==> config.mk <==
export PLATFORM = sky130hd
export DESIGN_NAME = irq_vector_ctrl
export DESIGN_NICKNAME = d
export VERILOG_FILES = /design/src/rtl/irq_vec_pkg.sv /design/src/rtl/irq_capture.sv /design/src/rtl/irq_prio_sel.sv /design/src/rtl/irq_regs.sv /design/src/rtl/irq_vector_ctrl.sv
export SDC_FILE = /design/constraint.sdc
export NUM_CORES = 1
export LEC_CHECK = 0
export CAP_MARGIN = 20
export CORE_MARGIN = 2
export CORE_UTILIZATION = 45
export CTS_BUF_LIST = sky130_fd_sc_hd__clkbuf_4
export CTS_CLUSTER_DIAMETER = 150
export CTS_CLUSTER_SIZE = 14
export DETAILED_ROUTE_END_ITERATION = 8
export MAX_ROUTING_LAYER = met4
export PLACE_DENSITY = 0.78
export SLEW_MARGIN = 20
export SYNTH_ARGS = -nofsm -noshare
export SYNTH_HDL_FRONTEND = slang
export SYNTH_SLANG_ARGS = --single-unit
export TNS_END_PERCENT = 1
==> constraint.sdc <==
create_clock -name clk -period 1.2 [get_ports clk]
set_input_delay 0.24 -clock clk [delete_from_list [all_inputs] [get_ports clk]]
set_output_delay 0.24 -clock clk [all_outputs]
set_load 0.01 [all_outputs]
==> src/rtl/irq_vec_pkg.sv <==
package irq_vec_pkg;
  localparam int NUM_SRC  = 14;
  localparam int NUM_EXT  = 5;
  localparam int NUM_STK  = 4;
  localparam int NUM_TMR  = 3;
  localparam int DATA_W   = 16;
  localparam int CODE_W   = 5;
  localparam int ADDR_W   = 20;
  localparam int TMR_BASE_IDX = 7;
  localparam logic [CODE_W-1:0] CODE_NONE = 5'b10000;

  typedef enum logic [1:0] {
    SEL_MASK = 2'd0,
    SEL_BASE = 2'd1,
    SEL_VEC  = 2'd2,
    SEL_SWI  = 2'd3
  } reg_sel_e;

  // code for priority index p: highest priority gets 15
  function automatic logic [CODE_W-1:0] prio_code(input int unsigned p);
    return CODE_W'(15 - p);
  endfunction

  function automatic logic [DATA_W-1:0] make_vector(input logic [DATA_W-1:0] base,
                                                    input logic [CODE_W-1:0] code);
    return {base[15:10], code, 5'b00000};
  endfunction
endpackage

==> src/rtl/irq_capture.sv <==
module irq_capture
  import irq_vec_pkg::*;
#(
  parameter int NMI_FILT = 2
) (
  input  logic                 clk,
  input  logic                 rst_n,
  input  logic                 nmi_in,
  input  logic [NUM_EXT-1:0]   ext_irq,
  input  logic [NUM_STK-1:0]   stk_fault,
  input  logic [NUM_TMR-1:0]   tmr_evt,
  input  logic                 swi_wr,
  input  logic                 swi_val,
  input  logic                 ack_done,
  input  logic [CODE_W-1:0]    ack_code,
  output logic [NUM_SRC-1:0]   req_raw,
  output logic                 nmi_flag,
  output logic [NUM_TMR-1:0]   tmr_flag,
  output logic                 swi_flag
);
  localparam int HIST_W = NMI_FILT + 1;

  logic [HIST_W-1:0]  nmi_hist;
  logic               nmi_rise;
  logic [NUM_TMR-1:0] tmr_q;
  logic [NUM_TMR-1:0] tmr_rise;

  // shift register glitch filter on the non-maskable line
  always_ff @(posedge clk or negedge rst_n) begin
    if (!rst_n) nmi_hist <= '0;
    else        nmi_hist <= {nmi_hist[HIST_W-2:0], nmi_in};
  end

  assign nmi_rise = (&nmi_hist[NMI_FILT-1:0]) & ~nmi_hist[NMI_FILT];

  always_ff @(posedge clk or negedge rst_n) begin
    if (!rst_n) nmi_flag <= 1'b0;
    else if (nmi_rise) nmi_flag <= 1'b1;
    else if (ack_done && ack_code == prio_code(0)) nmi_flag <= 1'b0;
  end

  always_ff @(posedge clk or negedge rst_n) begin
    if (!rst_n) tmr_q <= '0;
    else        tmr_q <= tmr_evt;
  end

  assign tmr_rise = tmr_evt & ~tmr_q;

  for (genvar i = 0; i < NUM_TMR; i++) begin : g_tmr
    always_ff @(posedge clk or negedge rst_n) begin
      if (!rst_n) tmr_flag[i] <= 1'b0;
      else if (tmr_rise[i]) tmr_flag[i] <= 1'b1;
      else if (ack_done && ack_code == prio_code(TMR_BASE_IDX + i)) tmr_flag[i] <= 1'b0;
    end
  end

  always_ff @(posedge clk or negedge rst_n) begin
    if (!rst_n)      swi_flag <= 1'b0;
    else if (swi_wr) swi_flag <= swi_val;
  end

  // request vector in priority order, index 0 highest
  always_comb begin
    req_raw      = '0;
    req_raw[0]   = nmi_flag;
    req_raw[1]   = ext_irq[0];
    req_raw[5:2] = stk_fault;
    req_raw[6]   = ext_irq[1];
    req_raw[9:7] = tmr_flag;
    req_raw[12:10] = ext_irq[4:2];
    req_raw[13]  = swi_flag;
  end
endmodule

==> src/rtl/irq_prio_sel.sv <==
module irq_prio_sel
  import irq_vec_pkg::*;
(
  input  logic [NUM_SRC-1:0] req_raw,
  input  logic [DATA_W-1:0]  mask,
  output logic [NUM_SRC-1:0] req_eff,
  output logic [CODE_W-1:0]  sel_code,
  output logic               any_req
);
  logic [NUM_SRC-1:0] mask_eff;

  // index 0 has no mask bit
  assign mask_eff = {mask[NUM_SRC-1:1], 1'b0};
  assign req_eff  = req_raw & ~mask_eff;
  assign any_req  = |req_eff;

  always_comb begin
    sel_code = CODE_NONE;
    for (int p = NUM_SRC - 1; p >= 0; p--) begin
      if (req_eff[p]) sel_code = prio_code(p);
    end
  end
endmodule

==> src/rtl/irq_regs.sv <==
module irq_regs
  import irq_vec_pkg::*;
(
  input  logic              clk,
  input  logic              rst_n,
  input  logic [1:0]        reg_sel,
  input  logic              reg_wr,
  input  logic [DATA_W-1:0] reg_wdata,
  input  logic [DATA_W-1:0] vec_q,
  input  logic              swi_flag,
  output logic [DATA_W-1:0] mask_q,
  output logic [DATA_W-1:0] base_q,
  output logic              swi_wr,
  output logic              swi_val,
  output logic [DATA_W-1:0] reg_rdata
);
  reg_sel_e sel;
  assign sel = reg_sel_e'(reg_sel);

  always_ff @(posedge clk or negedge rst_n) begin
    if (!rst_n) begin
      mask_q <= '0;
      base_q <= '0;
    end else if (reg_wr) begin
      if (sel == SEL_MASK) mask_q <= reg_wdata;
      if (sel == SEL_BASE) base_q <= reg_wdata;
    end
  end

  assign swi_wr  = reg_wr && (sel == SEL_SWI);
  assign swi_val = reg_wdata[0];

  always_comb begin
    unique case (sel)
      SEL_MASK: reg_rdata = mask_q;
      SEL_BASE: reg_rdata = base_q;
      SEL_VEC:  reg_rdata = vec_q;
      SEL_SWI:  reg_rdata = {{(DATA_W-1){1'b0}}, swi_flag};
      default:  reg_rdata = '0;
    endcase
  end
endmodule

==> src/rtl/irq_vector_ctrl.sv <==
module irq_vector_ctrl
  import irq_vec_pkg::*;
#(
  parameter int NMI_FILT = 2
) (
  input  logic                clk,
  input  logic                rst_n,
  input  logic                nmi_in,
  input  logic [NUM_EXT-1:0]  ext_irq,
  input  logic [NUM_STK-1:0]  stk_fault,
  input  logic [NUM_TMR-1:0]  tmr_evt,
  input  logic                inta,
  input  logic [1:0]          reg_sel,
  input  logic                reg_wr,
  input  logic [DATA_W-1:0]   reg_wdata,
  output logic [DATA_W-1:0]   reg_rdata,
  output logic                irq_pending,
  output logic [ADDR_W-1:0]   ack_addr
);
  logic [NUM_SRC-1:0] req_raw;
  logic [NUM_SRC-1:0] req_eff;
  logic [CODE_W-1:0]  sel_code;
  logic               nmi_flag;
  logic [NUM_TMR-1:0] tmr_flag;
  logic               swi_flag;
  logic               swi_wr;
  logic               swi_val;
  logic [DATA_W-1:0]  mask_q;
  logic [DATA_W-1:0]  base_q;
  logic [DATA_W-1:0]  vec_q;
  logic               inta_q;
  logic               vec_upd;
  logic               ack_done;

  always_ff @(posedge clk or negedge rst_n) begin
    if (!rst_n) inta_q <= 1'b0;
    else        inta_q <= inta;
  end

  // recompute only when acknowledge is low now and was low last cycle
  assign vec_upd  = ~inta & ~inta_q;
  assign ack_done = inta_q & ~inta;

  irq_capture #(.NMI_FILT(NMI_FILT)) u_cap (
    .clk(clk), .rst_n(rst_n), .nmi_in(nmi_in), .ext_irq(ext_irq),
    .stk_fault(stk_fault), .tmr_evt(tmr_evt), .swi_wr(swi_wr),
    .swi_val(swi_val), .ack_done(ack_done), .ack_code(vec_q[9:5]),
    .req_raw(req_raw), .nmi_flag(nmi_flag), .tmr_flag(tmr_flag),
    .swi_flag(swi_flag)
  );

  irq_prio_sel u_sel (
    .req_raw(req_raw), .mask(mask_q), .req_eff(req_eff),
    .sel_code(sel_code), .any_req(irq_pending)
  );

  irq_regs u_regs (
    .clk(clk), .rst_n(rst_n), .reg_sel(reg_sel), .reg_wr(reg_wr),
    .reg_wdata(reg_wdata), .vec_q(vec_q), .swi_flag(swi_flag),
    .mask_q(mask_q), .base_q(base_q), .swi_wr(swi_wr), .swi_val(swi_val),
    .reg_rdata(reg_rdata)
  );

  always_ff @(posedge clk or negedge rst_n) begin
    if (!rst_n)       vec_q <= make_vector('0, CODE_NONE);
    else if (vec_upd) vec_q <= make_vector(base_q, sel_code);
  end

  assign ack_addr = {4'h0, vec_q};
endmodule

Word level (Yosys, flattened, before mapping)
Index checks and enable logic that the tools add are counted.
{"block": "word_totals", "register_bits": 55, "elab_cells": 65}
{"block": "op_classes", "n_eq_ne": 7, "mux": 23, "bitwise": 10, "n_reduce_logical": 14}
{"op": "5-bit 2-to-1 mux", "count": 14}
{"op": "16-bit one-hot mux with 4 select lines", "count": 1}
{"op": "14-bit bitwise AND", "count": 1}
{"op": "14-bit NOT", "count": 1}
{"op": "14-bit OR reduction", "count": 1}
{"op": "5-bit by 3-bit == test with 1-bit output (second input constant)", "count": 2}
{"op": "5-bit by 4-bit == test with 1-bit output (second input constant)", "count": 2}
{"op": "1-bit 2-to-1 mux", "count": 8}
{"op": "2-bit nonzero test", "count": 4}
{"op": "2-bit AND reduction", "count": 3}
{"op": "1-bit logical AND", "count": 5}
{"op": "2-bit == test (second input constant)", "count": 2}
{"op": "1-bit bitwise AND", "count": 3}
{"op": "3-bit bitwise AND", "count": 1}
{"op": "1-bit NOT", "count": 3}
{"op": "3-bit NOT", "count": 1}
{"op": "2-bit by 1-bit == test with 1-bit output (second input constant)", "count": 1}
{"op": "2-bit logical NOT", "count": 1}

Longest topological paths before layout
{"block": "depth", "depth_word": 16, "depth_mapped": 5}

Hierarchy
Synthesis repeated with hierarchy kept, for this count alone.
{"block": "hier_totals", "hier_cells": 229, "area_unflattened_um2": 2961.6}
{"module": "irq_regs", "n_inst": 1, "cells_per_inst": 108, "area_per_inst_um2": 1624.1, "seq_area_each_um2": 800.8}
{"module": "irq_vector_ctrl", "n_inst": 1, "cells_per_inst": 36, "area_per_inst_um2": 560.5, "seq_area_each_um2": 301.5}
{"module": "irq_capture", "n_inst": 1, "cells_per_inst": 42, "area_per_inst_um2": 488.0, "seq_area_each_um2": 275.3}
{"module": "irq_prio_sel", "n_inst": 1, "cells_per_inst": 43, "area_per_inst_um2": 289.0, "seq_area_each_um2": 0.0}

Worst setup path before layout
OpenSTA, ideal clock, no wires.
{"block": "synth_path", "kind": "register -> register", "startpoint": "register u_cap.tmr_flag[0] (netlist: u_cap.req_raw[7])", "endpoint": "register vec_q[9]", "setup_time_ns": 0.073, "arrival_time_ns": 1.200, "t_required_ns": 1.127, "setup_slack_ns": -0.074, "path_stages_with_launch": 5, "path_buffers": 0, "cell_sequence": "dfrtp_1 -> and2b_4 -> nor4_4 -> nand4_1 -> o21ai_1"}
{"block": "synth_via", "elab_chain_len": 9}
{"item": "start: declaration", "line": "irq_capture.sv:18", "rtl": "output logic [NUM_TMR-1:0] tmr_flag,"}
{"item": "start signal: indexed assignment", "line": "irq_capture.sv:51", "rtl": "if (!rst_n) tmr_flag[i] <= 1'b0;"}
{"item": "start signal: indexed assignment", "line": "irq_capture.sv:52", "rtl": "else if (tmr_rise[i]) tmr_flag[i] <= 1'b1;"}
{"item": "start signal: indexed assignment", "line": "irq_capture.sv:53", "rtl": "else if (ack_done && ack_code == prio_code(TMR_BASE_IDX + i)) tmr_flag[i] <= 1'b0;"}
{"item": "14-bit bitwise AND", "line": "irq_prio_sel.sv:14", "rtl": "assign req_eff = req_raw & ~mask_eff;"}
{"item": "5-bit 2-to-1 mux (8 in series)", "line": "irq_prio_sel.sv:20", "rtl": "if (req_eff[p]) sel_code = prio_code(p);"}
{"item": "end signal: assignment", "line": "irq_vector_ctrl.sv:65", "rtl": "if (!rst_n) vec_q <= make_vector('0, CODE_NONE);"}
{"item": "end signal: assignment", "line": "irq_vector_ctrl.sv:66", "rtl": "else if (vec_upd) vec_q <= make_vector(base_q, sel_code);"}
{"item": "end: declaration", "line": "irq_vector_ctrl.sv:30", "rtl": "logic [DATA_W-1:0] vec_q;"}
Every way passes these cells.
A chain may end at the register's enable or synchronous reset.

Final worst setup path
{"block": "layout_path", "startpoint": "register u_cap.tmr_flag[2] (netlist: u_cap.req_raw[9])", "endpoint": "output irq_pending"}
{"block": "layout_via", "elab_chain_len": 2}
{"item": "14-bit bitwise AND", "line": "irq_prio_sel.sv:14"}
{"item": "14-bit OR reduction", "line": "irq_prio_sel.sv:15", "rtl": "assign any_req = |req_eff;"}
{"item": "end: declaration", "line": "irq_vector_ctrl.sv:17", "rtl": "output logic irq_pending,"}
Every way passes these cells.

==> run summary <==
The kind of capture point of the worst setup path is a primary output. The number of placement rows came out at 28. After detailed routing, the total wire length is 6510 um.

The tools report the start of the worst register-to-register path as u_cap.swi_flag. The average instance in the mapped netlist occupies 11.9 um2. The logs give 0.00377 mm2 for the cell area reported after detailed placement and 0 for the number of maximum-capacitance constraint violations.

The number of synthesized flops with an enable pin was 0. The launching element type of the critical path was a flip-flop. Clock-pin slew was measured on the worst setup and hold paths at 0.14 ns. The share of flip-flops with an asynchronous set or reset came out at 100%. The run gives -0.34 ns as the slack of the worst reg-to-reg path. Cell depth of the worst flop-to-flop path: 5. The logs give 0 for the final hold violation count and 55 for the clock sink count. Setup violations remaining at the end of the flow were counted as 36. The via total after detailed routing is 2,095, and the required time at the endpoint of the critical path is 0.96 ns.

The number of warnings reported in the yosys synthesis log was 0; the floorplan die height was 80.9 um. The run gives 2,095 as the number of global-route vias before repair. In this run the clock root is driven by a sky130_fd_sc_hd__clkbuf_4. In the routed design, unresolved DRC markers number 0. Summed over all instances, the cell type with the most area after synthesis is sky130_fd_sc_hd__dfrtp_1.

The number of nets with antenna violations after routing came out at 0. The part of the cycle the worst path needs came out at 154%. Achievable frequency: 0.540 GHz. The total of buffers placed on input and output ports was 62. The tools report the cell area after synthesis as 0.00266 mm2. The final reports fail on negative setup slack. The first global-routing pass estimated 10,200 um of wire.

Summed over all nets, the half-perimeter wirelength after detailed placement is 4710 um. Sequential elements use 51.8% of the synthesized area. By area the synthesized netlist is led by sky130_fd_sc_hd__dfrtp_1 51%, sky130_fd_sc_hd__mux2_2 16%, sky130_fd_sc_hd__mux2i_1 6.4%.

STA puts the critical path data arrival time at 1.61 ns. The tools report the standby leakage power as 0.00183 uW. The number of antenna violations at the first check in global routing came out at 0.

TritonCTS built the clock tree. The run gives 0 as the antenna diode instance count. Yosys mapped the design onto 38 distinct sky130hd cell types. For this run the aggregate overflow at the end of global routing stands at 0. In the synthesized netlist the dominant register cell turns out to be sky130_fd_sc_hd__dfrtp_1. The flow ran to the end, but the final reports show violations.

The worst setup margin was -0.650 ns; the wire length per cell after detailed routing was 15.5 um. Dividing total power by cell area gives a power density of 1350 mW/mm2. Once the floorplan was initialized, standard cells occupied 45.8% of the core. The reg-to-reg critical path endpoint is vec_q[6]. Routability-driven placement finished with a final weighted congestion of 0.857. The run gives 0.00582 mm2 as the area of the placeable core.

The number of design-rule violations left by the first detailed-router iteration is 128, and the total CTS buffers is 5. The fraction of synthesized cell area taken by the top area cell type works out to 50.8%. The clock tree synthesis step divided the H-tree into 2 levels. The die outline width is 80.9 um. After detailed routing, the number of vias per cell comes to 4.98. The worst-case clock buffer depth came out at 2.

Synthesis handed over a netlist of 224 instances. Summing all non-filler instances in the final layout gives an area of 0.00395 mm2. In this run the worst path has a maximum fanout of 2. The die outline area is 0.00654 mm2. In the final timing run, aggregate negative setup slack is -5.81 ns. The run gives 381 as the total number of nets in the final design. The smallest clock period supported by the final layout is computed as 1.85 ns.

The path type of the worst min-delay path is primary input to async pin. The I/O pin total is 72. The worst-case IR drop observed on VDD is 0.000633 V. The number of pins exceeding their max-slew limit in the final report was 0. The most common library cell in the layout ignoring fill and taps was sky130_fd_sc_hd__dfrtp_1. Setup repair after global routing could not meet its margin everywhere. Global routing used 21.6% of the available tracks.

The insertion delay to the later sink of the worst-skew pair came out at 0.36 ns. Entering global routing, the biggest net connects 27 pins. Clock skew on the completed layout was measured at 0.00920 ns. Synthesis inferred 55 register bits. The top cell types in the final layout, fill and taps aside, are 54 x sky130_fd_sc_hd__dfrtp_1, 40 x sky130_fd_sc_hd__buf_4, 38 x sky130_fd_sc_hd__mux2_2.

Cells with a size suffix above 1 make up 46.0% of the layout. The first TritonRoute pass finished after 4 iterations. Relative to the synthesized area, the layout overhead comes to 48.4%.

Worst setup path category: flip-flop to primary output.
-- metal layers --
metal,vias up,share of wire (%),global-route usage [%]
li1,1015,-,-
met1,1022,46,28.7
met2,52,49,33.5
met3,6,3.4,3.33
met4,0,1.6,8.14
met5,-,0,-
-- power by group --
group	total, uW	internal (uW)	switching [uW]
clock	735	210	526
combinational	2170	1320	848
sequential	2420	2190	233
total	5320	3720	1610
-- metrics by stage --
stage | std cells | util (%) | setup WS [ns] | power, uW | hold WS [ns]
floorplan | 232 | - | -0.0217 | 3240 | -0.0556
global placement | 408 | 64.9 | -0.878 | 4400 | 0.125
detailed placement | 408 | 64.9 | -0.901 | 4450 | 0.127
CTS | 418 | 66.8 | -0.610 | 5290 | 0.247
global route | 421 | 67.9 | -0.744 | 5670 | 0.240
finish | 421 | 67.9 | -0.650 | 5320 | 0.274
-- logic make-up after synthesis --
group           after synthesis  share of synthesized area [%]
compound gates               32                           7.29
flops                        55                           51.8
other cells                   1                          0.141
buf+inv                      23                           5.27
simple gates                 57                           12.6
mux                          56                           22.9
-- cell usage after synthesis (all sizes together), types with 3 or more instances --
cell	instances
nand2b	5
nor2b	12
buf	16
dfrtp	54
inv	6
nand2	14
mux2	39
nor2	11
o21ai	20
mux2i	17
a21oi	3
-- area by class of cell --
type / count / area, um2
inverters: 6 / 22.5
clock inverters: 2 / 8.76
repair buffers: 124 / 1150
flip-flops and latches: 55 / 1380
fillers: 456 / 1870
multi-input cells: 154 / 1260
clock buffers: 5 / 37.5
well taps: 75 / 93.8
-- state kept, by name, summed over array words and instances (netlist names), 3 cells and up --
register        flops
u_cap.req_raw       3
u_regs.mask_q      16
u_cap.nmi_hist      3
vec_q              11
u_cap.tmr_q         3
u_regs.base_q      16
-- how the worst max path moves through the flow --
stage | slack [ns] | start | cells past startpoint | endpoint
after floorplan | -0.02 | reg_sel[0] | 4 | reg_rdata[5]
after global placement | -0.88 | reg_sel[0] | 5 | reg_rdata[7]
after detailed placement | -0.90 | stk_fault[2] | 5 | irq_pending
after CTS | -0.61 | u_cap.req_raw[8] | 4 | irq_pending
after global routing | -0.74 | u_cap.req_raw[9] | 4 | irq_pending
final | -0.65 | u_cap.req_raw[9] | 4 | irq_pending
-- worst max-delay path, cell delays in order (launching register included) --
cell and delay [ns]:
sky130_fd_sc_hd__dfrtp_1 0.42, sky130_fd_sc_hd__nor2b_4 0.15, sky130_fd_sc_hd__nor4b_4 0.29, sky130_fd_sc_hd__nand4_1 0.20
sky130_fd_sc_hd__buf_2 0.19
-- what timing repair did --
| item | CTS | global route |
|---|---|---|
| hold buffers | 1 | 0 |
| resized for setup | 161 | 16 |
| gates cloned | 1 | 0 |
| setup buffers | 1 | 3 |
| pin swaps | 7 | 5 |
| hold endpoints to repair | 31 | 0 |
| setup endpoints to repair | 68 | 43 |
(Power assumes the default switching activity.)
